### config.mk
export PLATFORM = sky130hd
export DESIGN_NAME = conv_readout
export DESIGN_NICKNAME = d
export VERILOG_FILES = /design/src/rtl/conv_readout_pkg.sv /design/src/rtl/rdo_access_dec.sv /design/src/rtl/rdo_word_store.sv /design/src/rtl/rdo_byte_mux.sv /design/src/rtl/conv_readout.sv
export SDC_FILE = /design/constraint.sdc
export NUM_CORES = 1
export LEC_CHECK = 0
export BUFFER_PORTS_ARGS = -buffer_cell sky130_fd_sc_hd__buf_2
export CORE_MARGIN = 1
export CORE_UTILIZATION = 40
export DETAILED_ROUTE_END_ITERATION = 10
export PLACE_DENSITY_LB_ADDON = 0.2
export SYNTH_ARGS = -nofsm -noshare
export SYNTH_HDL_FRONTEND = slang
export SYNTH_HIERARCHICAL = 1
export SYNTH_SLANG_ARGS = --single-unit
### constraint.sdc
create_clock -name clk -period 0.9 [get_ports clk]
set_clock_uncertainty 0.1 [all_clocks]
set_input_delay 0.135 -clock clk [delete_from_list [all_inputs] [get_ports clk]]
set_output_delay 0.135 -clock clk [all_outputs]
set_load 0.01 [all_outputs]
### src/rtl/conv_readout_pkg.sv
package conv_readout_pkg;

    typedef enum logic {
        LANE_HI = 1'b0,
        LANE_LO = 1'b1
    } lane_e;

    typedef enum logic {
        CODE_TWOS   = 1'b0,
        CODE_OFFSET = 1'b1
    } code_e;

endpackage

### src/rtl/rdo_access_dec.sv
module rdo_access_dec
    import conv_readout_pkg::*;
(
    input  logic  cs_n,
    input  logic  rd_n,
    input  lane_e lane,
    output logic  drive_en,
    output logic  clear_req
);

    always_comb begin
        drive_en  = ~cs_n & ~rd_n;
        clear_req = drive_en & (lane == LANE_HI);
    end

endmodule

### src/rtl/rdo_word_store.sv
module rdo_word_store #(
    parameter int WORD_W = 16
) (
    input  logic              clk,
    input  logic              rst_n,
    input  logic              load,
    input  logic [WORD_W-1:0] result,
    input  logic              clear_req,
    output logic [WORD_W-1:0] word,
    output logic              ready
);

    typedef struct packed {
        logic [WORD_W-1:0] word;
        logic              ready;
    } store_t;

    store_t st_d, st_q;

    always_comb begin
        st_d = st_q;
        if (clear_req) begin
            st_d.ready = 1'b0;
        end
        if (load) begin
            st_d.word  = result;
            st_d.ready = 1'b1;
        end
    end

    always_ff @(posedge clk or negedge rst_n) begin
        if (!rst_n) begin
            st_q <= '0;
        end else begin
            st_q <= st_d;
        end
    end

    assign word  = st_q.word;
    assign ready = st_q.ready;

endmodule

### src/rtl/rdo_byte_mux.sv
module rdo_byte_mux
    import conv_readout_pkg::*;
#(
    parameter int WORD_W = 16,
    parameter int BYTE_W = 8
) (
    input  logic [WORD_W-1:0] word,
    input  lane_e             lane,
    input  code_e             code,
    input  logic              drive_en,
    output logic [BYTE_W-1:0] data,
    output logic              oe
);

    localparam int MSB_POS = BYTE_W - 1;

    logic [BYTE_W-1:0] hi_byte;
    logic [BYTE_W-1:0] lo_byte;
    logic              flip_msb;

    assign flip_msb = (code == CODE_TWOS);

    for (genvar i = 0; i < BYTE_W; i++) begin : g_bit
        if (i == MSB_POS) begin : g_sign
            assign hi_byte[i] = word[BYTE_W + i] ^ flip_msb;
        end else begin : g_plain
            assign hi_byte[i] = word[BYTE_W + i];
        end
        assign lo_byte[i] = word[i];
    end

    always_comb begin
        oe   = drive_en;
        data = '0;
        if (drive_en) begin
            data = (lane == LANE_HI) ? hi_byte : lo_byte;
        end
    end

endmodule

### src/rtl/conv_readout.sv
module conv_readout
    import conv_readout_pkg::*;
#(
    parameter int WORD_W = 16,
    localparam int BYTE_W = WORD_W / 2
) (
    input  logic              clk,
    input  logic              rst_n,
    input  logic              load_i,
    input  logic [WORD_W-1:0] result_i,
    input  logic              cs_n_i,
    input  logic              rd_n_i,
    input  logic              byte_sel_i,
    input  logic              code_sel_i,
    output logic [BYTE_W-1:0] data_o,
    output logic              data_oe_o,
    output logic              ready_o
);

    lane_e             lane;
    code_e             code;
    logic              drive_en;
    logic              clear_req;
    logic [WORD_W-1:0] held_word;

    assign lane = lane_e'(byte_sel_i);
    assign code = code_e'(code_sel_i);

    rdo_access_dec u_dec (
        .cs_n      (cs_n_i),
        .rd_n      (rd_n_i),
        .lane      (lane),
        .drive_en  (drive_en),
        .clear_req (clear_req)
    );

    rdo_word_store #(.WORD_W(WORD_W)) u_store (
        .clk       (clk),
        .rst_n     (rst_n),
        .load      (load_i),
        .result    (result_i),
        .clear_req (clear_req),
        .word      (held_word),
        .ready     (ready_o)
    );

    rdo_byte_mux #(.WORD_W(WORD_W), .BYTE_W(BYTE_W)) u_mux (
        .word     (held_word),
        .lane     (lane),
        .code     (code),
        .drive_en (drive_en),
        .data     (data_o),
        .oe       (data_oe_o)
    );

endmodule

==> flow_summary.ini <==
[outcome]
status = complete, but fails checks
violations = hold timing, setup timing

[floorplanning]
ios = 33
die-area_mm2 = 0.002335
fp.dieW_um = 48.32
die_y_um = 48.32
initial_core_util = 0.4331
rows = 16
core-area_mm2 = 0.001982

[timing]
rsz0062_at_grt = yes
tightestPinTransition_ns = 0.4716
max_slew_margin = 0.6856
fin_ws_ns = -0.4157
finalSetupViolCount = 11
holdWs_ns = -0.03071
fmax_ghz = 0.7601
final_hold_viol_count = 16
post-route-min-period_ns = 1.316
maxSlewViolCount = 0
period_share = 1.462

[finish]
final_area_mm2 = 0.001096
area_delta_synth_final_pct = 27.70
nets = 121
drive_gt1_frac = 0.6289
final_cells = 124
antenna_cells = 0

[critical_path]
cp.required_ns = 0.66
path_buf_inv = 1
cp_max_fo = 2
cp.arrival_ns = 1.08
end_kind = primary output
crit_path_top_delay_cell = dfrtp_1
start_kind = flip-flop
cpPeakStageDelay_ns = 0.40
worstSetupPathType = reg -> out
cp_top_family = flip-flops
crit_chain = xor2_1, o21ai_2, buf_2

[clock_network]
tritoncts = yes
cts_buffers = 3
clkSinkCount = 17
cts.clk_slew.worst_paths_ns = 0.10
cts_buffer_depth = 2
cts_root_buf = clkbuf_4
ctsHtreeMaxLevel = 1
clk-insertion-delay-late_ns = 0.28
cts_hold_buf = 1

[global_routing]
overflow = 0
grt_max_degree = 18
grt_pass1_vias = 597
antenna_found_initial = 0
track_usage = 0.1492
grt_pass1_wl_um = 2601

[run]
maxCapViolCount = 0

[detailed_routing]
via_count = 585
ant_nets = 0
dr.first_iter.drc_count = 4
wl_per_cell_um = 12.58
vias_per_cell = 4.718
dr.pass1.iters = 2
drt-total-wl_um = 1560
remaining_drc_errors = 0

[placement]
placedInstanceArea_mm2 = 0.001027
dp_cells = 117
dp_hpwl_um = 1103
port_buffers = 32
place.gp.congestion = 0.6011
pre_cts_slack_ns = -0.2508

[yosys]
seq_area_frac_synth = 0.4956
ys_top_cells_by_count = 17 x dfrtp_1, 9 x mux2_4, 7 x mux2_2, 7 x mux2i_1, 7 x nor2b_1
synth_most_common_cell = dfrtp_1
synth_edf_count = 0
synth_top_cell_area_share = 0.4956
ys.flop_type = dfrtp_1
yosysTopAreaCell = dfrtp_1
ys_warn_count = 6
synth_cells = 59
synth_area_um2 = 858.3
synth_area_leaders = dfrtp_1 50%, mux2_4 16%, mux2_2 9.2%
syn_nets = 82
synth_area_per_cell_um2 = 14.55
synth-seq-cells = 17
synth_cell_type_count = 16
synthArstFlopShare = 1.000

[power_and_ir_drop]
fin_total_pwr_mw = 1.614
vdd_drop_max_mv = 0.9532
powerDensity_mw_per_mm2 = 1473
leakagePower_nw = 0.5625

[hold_path]
holdCritPathClass = in -> reg
-- final timing paths --
check,from,end,slack [ns],depth (start not counted)
max reg2reg,u_store/word[1],u_store/word[1],-0.09,2
min,result_i[13],u_store/word[13],-0.03,2
max in group asynchronous,rst_n,u_store/word[10],0.23,2
min in group asynchronous,rst_n,u_store/word[3],0.19,2
min reg2reg,u_store/ready,u_store/ready,0.40,1
max,u_store/word[15],data_o[7],-0.42,3
-- cells in the final DEF, fill, tap and decap left out, drive strengths merged --
master	synthesis	final
a21o	1	1
buf	4	37
clkbuf	0	3
clkinv	0	1
dfrtp	17	17
dlygate4sd3	0	1
inv	1	1
mux2	16	16
mux2i	7	7
nand2b	1	1
nand3	1	1
nor2	1	1
nor2b	7	7
nor3	1	1
o21ai	1	1
xor2	1	1
-- metal layers --
layer,track usage,vias to the layer above,share of wire,routed length [um]
met5,0,-,0,0
met4,0.05882,0,0.0096,15
met3,0.03145,2,0.054,85
met2,0.2394,23,0.46,722
met1,0.1976,283,0.47,737
li1,-,277,-,-
-- area by class of cell --
cell class | instances | area, um^2
Sequential cell | 17 | 425.4
Fill cell | 175 | 885.9
Tap cell | 27 | 33.78
Multi-Input combinational cell | 37 | 390.4
Clock inverter | 1 | 5.005
Timing Repair Buffer | 38 | 215.2
Clock buffer | 3 | 22.52
Inverter | 1 | 3.754
-- state kept, by name, indices dropped and copies added (netlist names) --
| name | count |
|---|---|
| u_store/ready | 1 |
| u_store/word | 16 |
-- kinds of logic (layout without fill, tap and decap cells) --
logic type / count (synthesis) / count (layout) / synth area share
xor+xnor: 1 / 1 / 0.01021
simple gates: 11 / 11 / 0.08017
flops: 17 / 17 / 0.4956
mux: 23 / 23 / 0.3309
buf+inv: 5 / 43 / 0.06268
compound gates: 2 / 2 / 0.02041
-- worst reg2reg max path: cells and delay by family, from the launching register on --
kind / cells / cell delay, ns
multiplexers: 1 / 0.26
flip-flops: 1 / 0.39
buffers and inverters: 1 / 0.13
-- report_power, final --
part           internal [mW]  switching, mW
Combinational          0.204          0.132
Sequential             0.838         0.0417
Clock                  0.165          0.233
-- stage by stage --
stage / util / TNS [ns]
after floorplan: - / 0
after global placement: 0.5183 / -4.465
after detailed placement: 0.5183 / -4.781
after CTS: 0.5467 / -3.244
after global routing: 0.5530 / -3.790
final: 0.5530 / -3.136
-- repair_timing --
action                                  CTS  global route
endpoints found under the setup margin   10            13
buffers inserted                          2             1
endpoints found under the hold margin    33            16
gates resized for setup                   1             3
pin swaps                                 0             0
Power figures use the tool's default switching activity.
